## src/rtl/fds_pkg.sv

```systemverilog
package fds_pkg;
  typedef enum logic [3:0] {
    ST_IDLE,
    ST_RW_A,     // rewind: reset and enable low, clock high
    ST_RW_B,     // rewind: clock low
    ST_RW_C,     // rewind: clock high again
    ST_ACTIVE,
    ST_RD_HI,
    ST_RD_LO,
    ST_STOP_HI,
    ST_STOP_LO
  } seq_state_t;
endpackage

```

## src/rtl/fds_phase_timer.sv

```systemverilog
module fds_phase_timer #(
  parameter int WAIT_CYC = 100
) (
  input  logic clk,
  input  logic rst,
  input  logic clr_i,
  output logic tick_o
);
  localparam int CW = $clog2(WAIT_CYC + 1);
  localparam logic [CW-1:0] LAST = CW'(WAIT_CYC - 1);

  logic [CW-1:0] cnt_q;

  // Counts from zero after each clear, then holds at the last value.
  always_ff @(posedge clk) begin
    if (rst || clr_i) cnt_q <= '0;
    else if (cnt_q != LAST) cnt_q <= cnt_q + 1'b1;
  end

  assign tick_o = (cnt_q == LAST);

  p_cnt_bound_r3: assert property (@(posedge clk) disable iff (rst)
    cnt_q <= LAST);
  p_clr_restart_r3: assert property (@(posedge clk) disable iff (rst)
    clr_i |=> (cnt_q == '0));
endmodule

```

## src/rtl/fds_nibble_pack.sv

```systemverilog
module fds_nibble_pack #(
  parameter int DATA_W = 32,
  parameter int HI_LSB = 23,
  parameter int LO_LSB = 15
) (
  input  logic [DATA_W-1:0] port_i,
  output logic [7:0]        byte_o
);
  localparam int NIB = 4;
  localparam int NUM = 2;

  function automatic int field_lsb(int idx);
    return (idx == 1) ? HI_LSB : LO_LSB;
  endfunction

  for (genvar g = 0; g < NUM; g++) begin : g_nib
    assign byte_o[g*NIB +: NIB] = port_i[field_lsb(g) +: NIB];
  end
endmodule

```

## src/rtl/fds_seq_fsm.sv

```systemverilog
module fds_seq_fsm
  import fds_pkg::*;
(
  input  logic       clk,
  input  logic       rst,
  input  logic       start_i,
  input  logic       stop_i,
  input  logic       req_i,
  input  logic       tick_i,
  input  logic [7:0] packed_i,
  output logic       clr_o,
  output logic [7:0] byte_o,
  output logic       valid_o,
  output logic       rrst_n_o,
  output logic       oe_n_o,
  output logic       rclk_o
);
  seq_state_t state_q, state_d;

  always_comb begin
    state_d = state_q;
    unique case (state_q)
      ST_IDLE:    if (start_i) state_d = ST_RW_A;
      ST_RW_A:    if (tick_i) state_d = ST_RW_B;
      ST_RW_B:    if (tick_i) state_d = ST_RW_C;
      ST_RW_C:    if (tick_i) state_d = ST_ACTIVE;
      ST_ACTIVE:  if (stop_i) state_d = ST_STOP_HI;
                  else if (req_i) state_d = ST_RD_HI;
      ST_RD_HI:   if (tick_i) state_d = ST_RD_LO;
      ST_RD_LO:   if (tick_i) state_d = ST_ACTIVE;
      ST_STOP_HI: if (tick_i) state_d = ST_STOP_LO;
      ST_STOP_LO: if (tick_i) state_d = ST_IDLE;
      default:    state_d = ST_IDLE;
    endcase
  end

  assign clr_o = (state_d != state_q);

  always_ff @(posedge clk) begin
    if (rst) state_q <= ST_IDLE;
    else     state_q <= state_d;
  end

  // Pins are registered from the next state so they change with it.
  always_ff @(posedge clk) begin
    if (rst) begin
      rrst_n_o <= 1'b1;
      oe_n_o   <= 1'b1;
      rclk_o   <= 1'b1;
    end else begin
      rrst_n_o <= !(state_d inside {ST_RW_A, ST_RW_B, ST_RW_C});
      oe_n_o   <= !(state_d inside {ST_RW_A, ST_RW_B, ST_RW_C,
                                    ST_ACTIVE, ST_RD_HI, ST_RD_LO});
      if (state_d inside {ST_RW_B, ST_RD_LO, ST_STOP_LO}) rclk_o <= 1'b0;
      else if (state_d != ST_ACTIVE)                       rclk_o <= 1'b1;
    end
  end

  always_ff @(posedge clk) begin
    if (rst) begin
      valid_o <= 1'b0;
      byte_o  <= '0;
    end else begin
      valid_o <= (state_q == ST_RD_HI) && tick_i;
      if ((state_q == ST_RD_HI) && tick_i) byte_o <= packed_i;
    end
  end

  p_oe_with_rrst_r2: assert property (@(posedge clk) disable iff (rst)
    $fell(rrst_n_o) |-> $fell(oe_n_o));
  p_rrst_rise_enabled_r2: assert property (@(posedge clk) disable iff (rst)
    $rose(rrst_n_o) |-> !oe_n_o && rclk_o);
  p_valid_on_fall_r4: assert property (@(posedge clk) disable iff (rst)
    valid_o |-> !rclk_o && $past(rclk_o));
  p_valid_pulse_r6: assert property (@(posedge clk) disable iff (rst)
    valid_o |=> !valid_o);
  p_no_valid_disabled_r7: assert property (@(posedge clk) disable iff (rst)
    oe_n_o |-> !valid_o);
  p_stop_oe_rise_r9: assert property (@(posedge clk) disable iff (rst)
    $rose(oe_n_o) |-> rrst_n_o && rclk_o);
endmodule

```

## src/rtl/fifo_drain_seq.sv

```systemverilog
module fifo_drain_seq #(
  parameter int DATA_W   = 32,
  parameter int HI_LSB   = 23,
  parameter int LO_LSB   = 15,
  parameter int WAIT_CYC = 100
) (
  input  logic              clk,
  input  logic              rst,
  input  logic              start_i,
  input  logic              stop_i,
  input  logic              req_i,
  input  logic [DATA_W-1:0] port_i,
  output logic [7:0]        byte_o,
  output logic              valid_o,
  output logic              fifo_rrst_n_o,
  output logic              fifo_oe_n_o,
  output logic              fifo_rclk_o
);
  logic       clr;
  logic       tick;
  logic [7:0] packed_byte;

  fds_phase_timer #(.WAIT_CYC(WAIT_CYC)) u_timer (
    .clk    (clk),
    .rst    (rst),
    .clr_i  (clr),
    .tick_o (tick)
  );

  fds_nibble_pack #(.DATA_W(DATA_W), .HI_LSB(HI_LSB), .LO_LSB(LO_LSB)) u_pack (
    .port_i (port_i),
    .byte_o (packed_byte)
  );

  fds_seq_fsm u_fsm (
    .clk      (clk),
    .rst      (rst),
    .start_i  (start_i),
    .stop_i   (stop_i),
    .req_i    (req_i),
    .tick_i   (tick),
    .packed_i (packed_byte),
    .clr_o    (clr),
    .byte_o   (byte_o),
    .valid_o  (valid_o),
    .rrst_n_o (fifo_rrst_n_o),
    .oe_n_o   (fifo_oe_n_o),
    .rclk_o   (fifo_rclk_o)
  );
endmodule

```

## config.mk

```make
export PLATFORM = sky130hd
export DESIGN_NAME = fifo_drain_seq
export DESIGN_NICKNAME = d
export VERILOG_FILES = /design/src/rtl/fds_pkg.sv /design/src/rtl/fds_phase_timer.sv /design/src/rtl/fds_nibble_pack.sv /design/src/rtl/fds_seq_fsm.sv /design/src/rtl/fifo_drain_seq.sv
export SDC_FILE = /design/constraint.sdc
export NUM_CORES = 1
export LEC_CHECK = 0
export CORE_ASPECT_RATIO = 2
export CORE_MARGIN = 5
export CORE_UTILIZATION = 43
export CTS_BUF_LIST = sky130_fd_sc_hd__clkbuf_4
export DETAILED_ROUTE_END_ITERATION = 8
export GPL_ROUTABILITY_DRIVEN = 0
export PLACE_DENSITY_LB_ADDON = 0.15
export SLEW_MARGIN = 20
export SYNTH_ARGS = -nofsm -noshare
export SYNTH_HDL_FRONTEND = slang
export SYNTH_SLANG_ARGS = --single-unit
export TNS_END_PERCENT = 50
```

## constraint.sdc

```tcl
create_clock -name clk -period 2.1 [get_ports clk]
set_clock_uncertainty 0.05 [all_clocks]
set_input_delay 0.42 -clock clk [delete_from_list [all_inputs] [get_ports clk]]
set_output_delay 0.42 -clock clk [all_outputs]
set_load 0.02 [all_outputs]
```

==> results_dict.tcl, run 1 <==
set metrics [dict create \
    outcome "complete, no violations" \
    drive_gt1_share_pct 14.0 \
    async_flop_share_pct 0 \
    post_cts_resized 0 \
    clk_pin_slew_worst_paths_ps 130 \
    nets 203 \
    crit_fanout 18 \
    grt_max_degree 19 \
    num_vias 1092 \
    antenna_left 0 \
    max-cap-violations 0 \
    rows 26 \
    grt_pass1_vias 1106 \
    gr-total-overflow 0 \
    dp_cells 188 \
    worstPathArrival_ps 2040 \
    critPathRequiredTime_ps 2250 \
    end_kind "register" \
    coreArea_um2 2570 \
    finalWirelength_mm 2.88 \
    numClockSinks 23 \
    ys.flop_type "dfxtp_1" \
    drt_first_pass_iters 4 \
    rsz0062_at_grt "false" \
    yosys.area.top_type_share_pct 40.0 \
    drv_slew 0 \
    num_antenna_cells 0 \
    yosysSeqAreaShare_pct 40.0 \
    ys_types 40 \
    synthTopCellsByCount "dfxtp_1 (23), nor2_1 (17), nor3_1 (13)" \
    ioPinCount 49 \
    tns_ps 0 \
    startpoint_type "register" \
    die_h_um 83.1 \
    synth_nets 167 \
    fp.dieW_um 46.6 \
    grt_antenna_before_repair 0 \
    critPathKind "reg2reg" \
    fin_util_pct 59.3 \
    netlist_area_um2 1150 \
    setup_viol 0 \
    worst_pin_slew_ps 560 \
    hold_viol 0 \
    synth.area.top_cells "dfxtp_1 (40%), mux2i_1 (7.8%), nor3_1 (5.7%)" \
    initial_core_util_pct 44.7 \
    track_usage_pct 16.6 \
    synth_most_common_cell "dfxtp_1" \
    cts_buffers 3 \
    drc 0 \
    ir_drop_mv 0.364 \
    final_cells 192 \
    power_mw 0.762 \
    synth_edf_count 0 \
    wire_per_inst_um 15.0 \
    cts_max_level 1 \
    dpl-instance-area_um2 1500 \
    ctsLongestPathBuffers 2 \
    holdWs_ps 459 \
    maxSlewHeadroom_pct 62.6 \
    ys_seq_elements 23 \
    cts_tree "built" \
    final_area_um2 1530 \
    p_leak_nw 0.564 \
    grt_pass1_wl_mm 4.86 \
    hp-class "reg2reg" \
    dieArea_um2 3870 \
    hpwlAfterDp_mm 2.26 \
    dp_slack_ps -125 \
    viasPerCell 5.69 \
    portBuffers 24 \
    clkLatencyLatePin_ps 320 \
    synth_warnings 0 \
    min_period_ps 1890 \
    fin_crit_sh_pct 89.9 \
    root_buffer "clkbuf_4" \
    yosysTopAreaCell "dfxtp_1" \
    setup_ws_ps 212 \
    cts_setup_buffers 0 \
    drt-initial-drc-count 31 \
    areaGrowthSynthToFinish_pct 32.6 \
    syn_avg_cell_area_um2 8.91 \
    cts_hold_buf 0 \
    netlist_instances 129 \
    powerDensity_nw_per_um2 499 \
    fmax_mhz 530 \
]
-- placed cells by master (no fill, tap or decap), drive strengths merged, types with 2 or more instances in the layout --
cell type | synthesis | layout
nand3 | 4 | 4
buf | 2 | 14
nand2b | 2 | 2
nor3 | 16 | 16
nor4 | 3 | 3
a211o | 4 | 4
clkdlybuf4s50 | 0 | 24
a21oi | 4 | 4
nor4b | 2 | 2
clkbuf | 5 | 3
nor2 | 17 | 17
xnor2 | 4 | 4
a2111oi | 2 | 2
nand2 | 6 | 6
dfxtp | 23 | 23
inv | 3 | 3
mux2i | 9 | 9
nor2b | 2 | 2
xor2 | 3 | 3
-- worst max-delay path, stage by stage, from the launching register on --
cell	delay, ps
dfxtp_1	700
nor2_1	150
nor4_1	370
buf_4	190
a211o_1	220
nor3_1	80
-- where the power goes --
part / leakage (nW) / internal (mW) / switching [mW]
Clock: 0.0177 / 0.0713 / 0.138
Combinational: 0.360 / 0.0534 / 0.0468
Sequential: 0.187 / 0.446 / 0.00647
-- cells by family after synthesis --
family                   Yosys count  synth area share (%)
AO/OA/AOI/OAI                     22                  14.5
XOR/XNOR                           7                  5.33
adder cells (fa/ha/maj)            1                  1.09
buffers and inverters             10                  3.92
flip-flops                        23                  40.0
multiplexers                       9                  7.83
AND/OR/NAND/NOR                   57                  27.3
-- area by class of cell --
type | instances | area, um2
clock inverter | 1 | 5.00
clock buffer | 3 | 22.5
timing repair buffer | 38 | 345
multi-input combinational | 96 | 646
sequential | 23 | 460
tap | 28 | 35.0
fill | 242 | 1040
inverter | 3 | 11.3
-- routing by layer --
layer  global-route usage, %  vias to the layer above  part of all wire (%)
met5                       0                        -                     0
met4                    7.77                        0                   2.8
met3                    2.38                       10                   3.4
met2                    29.1                       31                    57
met1                    17.8                      509                    37
li1                        -                      542                     -
-- final timing paths --
kind | from | to | slack [ps] | cells after the start
max | u_fsm.state_q[2] | u_timer.cnt_q[3] | 210 | 5
min | u_fsm.byte_o[4] | u_fsm.byte_o[4] | 460 | 2
max reg2reg | u_fsm.state_q[2] | u_timer.cnt_q[3] | 210 | 5
min reg2reg | u_fsm.byte_o[4] | u_fsm.byte_o[4] | 460 | 2
-- state kept, by name, indices dropped and copies added, names as in the netlist --
signal,flops
u_fsm.rrst_n_o,1
u_fsm.byte_o,8
u_timer.cnt_q,7
u_fsm.state_q,4
u_fsm.valid_o,1
u_fsm.oe_n_o,1
u_fsm.rclk_o,1
No activity file was read; power rests on OpenSTA's default activity.
==> run 2: changes to the inputs <==
--- a/config.mk
+++ b/config.mk
@@ -5,9 +5,8 @@
 export SDC_FILE = /design/constraint.sdc
 export NUM_CORES = 1
 export LEC_CHECK = 0
-export CORE_ASPECT_RATIO = 2
 export CORE_MARGIN = 5
-export CORE_UTILIZATION = 43
+export CORE_UTILIZATION = 47
 export CTS_BUF_LIST = sky130_fd_sc_hd__clkbuf_4
 export DETAILED_ROUTE_END_ITERATION = 8
 export GPL_ROUTABILITY_DRIVEN = 0
==> constraint.sdc (replaced) <==
create_clock -name clk -period 2.2 [get_ports clk]
set_clock_uncertainty 0.05 [all_clocks]
set_input_delay 0.44 -clock clk [delete_from_list [all_inputs] [get_ports clk]]
set_output_delay 0.44 -clock clk [all_outputs]
set_load 0.02 [all_outputs]
==> results_dict.tcl, run 2 (same netlist as run 1, synthesis figures left out) <==
set metrics [dict create \
    layout_common_cells "clkdlybuf4s50_1 (24), dfxtp_1 (23), nor2_1 (17)" \
    hpwlAfterDp_mm 1.98 \
    ioPinCount 49 \
    holdPathStages 2 \
    r2r_cells 4 \
    clkLatencyLatePin_ps 310 \
    min_to "u_fsm.byte_o[6]" \
    layout_commonest_cell "clkdlybuf4s50_1" \
    startpoint_type "register" \
    max-cap-violations 0 \
    wire_per_inst_um 14.3 \
    outcome "complete, no violations" \
    ir_drop_mv 0.361 \
    antenna_left 0 \
    multi_input_area_um2 644 \
    ctsLongestPathBuffers 2 \
    gr-total-overflow 0 \
    maxSlewHeadroom_pct 58.1 \
    nets 197 \
    num_antenna_cells 0 \
    critPathKind "reg2reg" \
    p_sw_mw 0.171 \
    fp.dieW_um 59.5 \
    crit_fanout 7 \
    drv_slew 0 \
    coreArea_um2 2410 \
    holdWs_ps 462 \
    initial_core_util_pct 47.7 \
    fillCellCount 213 \
    cts_max_level 1 \
    drc 0 \
    cts_setup_buffers 0 \
    track_usage_pct 16.3 \
    p_seq_share_pct 59.2 \
    grt_pass1_vias 1025 \
    portBuffers 24 \
    clockPowerShare_pct 28.2 \
    die_h_um 59.5 \
    drive_gt1_share_pct 10.8 \
    fin_util_pct 61.6 \
    combPwrFrac_pct 12.6 \
    p_leak_nw 0.534 \
    grt_antenna_before_repair 0 \
    end_kind "register" \
    setup_viol 0 \
    worst_path_largest_cell_delay_ps 730 \
    internal_power_mw 0.558 \
    grt_pass1_wl_mm 4.50 \
    areaGrowthSynthToFinish_pct 29.1 \
    post_cts_resized 0 \
    drt-initial-drc-count 35 \
    powerDensity_nw_per_um2 491 \
    clk_pin_slew_worst_paths_ps 120 \
    grt_max_degree 17 \
    root_buffer "clkbuf_4" \
    p_sw_share_pct 23.5 \
    min_period_ps 2050 \
    hp-class "reg2reg" \
    cts_buffers 3 \
    r2r-end "u_fsm.rrst_n_o" \
    worstPathArrival_ps 2180 \
    reg.largest.list "u_fsm.byte_o: 8 flops, u_timer.cnt_q: 7 flops, u_fsm.state_q: 4 flops" \
    hold_start "u_fsm.byte_o[6]" \
    critPathRequiredTime_ps 2330 \
    ff_latch_area_um2 460 \
    top_register "u_fsm.byte_o" \
    hold_viol 0 \
    viasPerCell 5.71 \
    dieArea_um2 3540 \
    cts_tree "built" \
    fmax_mhz 488 \
    largest_register_ff_count 8 \
    rows 18 \
    worst_pin_slew_ps 626 \
    r2r_slack_ps 150 \
    num_vias 1073 \
    path_cells "or4b_1 -> nor4b_1 -> a311o_1 -> o221ai_1" \
    drt_first_pass_iters 4 \
    crit_slowest_cell "or4b_1" \
    finalWirelength_mm 2.68 \
    numClockSinks 23 \
    fin_crit_sh_pct 93.2 \
    r2r-start "u_timer.cnt_q[2]" \
    cts_hold_buf 0 \
    rsz0062_at_grt "false" \
]
run 2: cell types whose count changed in the layout (fill, tap and decap cells not counted):
cell	before	now
buf_4	14	8
a2111oi_0	1	2
a2111oi_1	1	0
clkbuf_4	3	4
clkinv_2	1	0
run 2: worst max-delay path by stage:
stage	start	to	slack [ps]	cells past startpoint
after floorplan	u_timer.cnt_q[2]	u_fsm.byte_o[0]	340	5
after global placement	stop_i	u_timer.cnt_q[1]	30	5
after detailed placement	stop_i	u_timer.cnt_q[6]	-70	5
after CTS	u_timer.cnt_q[2]	u_fsm.rrst_n_o	150	4
after global routing	u_timer.cnt_q[0]	u_timer.cnt_q[6]	40	6
final	u_timer.cnt_q[2]	u_fsm.rrst_n_o	150	4
run 2: layer usage:
metal	global-route usage, %	share of wire, %	wire [um]
met3	3.27	5.7	153
met4	7.77	1.4	37
met2	26.1	50	1330
met5	0	0	0
met1	20.8	43	1160
run 2: power by group through the flow:
stage	Clock (mW)	Sequential (mW)	Combinational [mW]
after floorplan	0	0.445	0.0417
after global placement	0	0.440	0.0909
after detailed placement	0	0.441	0.0912
after CTS	0.218	0.432	0.0919
after global routing	0.233	0.433	0.0999
final	0.205	0.431	0.0921
run 2: critical path: cells and delay by family (launching register included):
family,cells,cell delay (ps)
AND/OR/NAND/NOR,2,1080
AO/OA/AOI/OAI,2,400
flip-flops,1,390
run 2: final cells by class:
| cell class | instances | area share, % |
|---|---|---|
| inverter | 3 | 0.759 |
| tap | 30 | 2.53 |
| timing repair buffer | 32 | 20.2 |
| multi-input combinational | 96 | 43.4 |
| clock buffer | 4 | 2.02 |
| sequential | 23 | 31.0 |
run 2: metrics by stage:
step / setup slack (ps) / area [um2] / setup TNS (ps) / power (mW) / std cells
6_report: 149 / 1480 / 0 / 0.729 / 188
5_1_grt: 38.6 / 1480 / 0 / 0.765 / 188
4_1_cts: 151 / 1480 / 0 / 0.741 / 188
3_5_place_dp: -71.9 / 1450 / -219 / 0.532 / 184
3_3_place_gp: 34.4 / 1450 / 0 / 0.531 / 184
2_1_floorplan: 337 / 1150 / 0 / 0.487 / 129
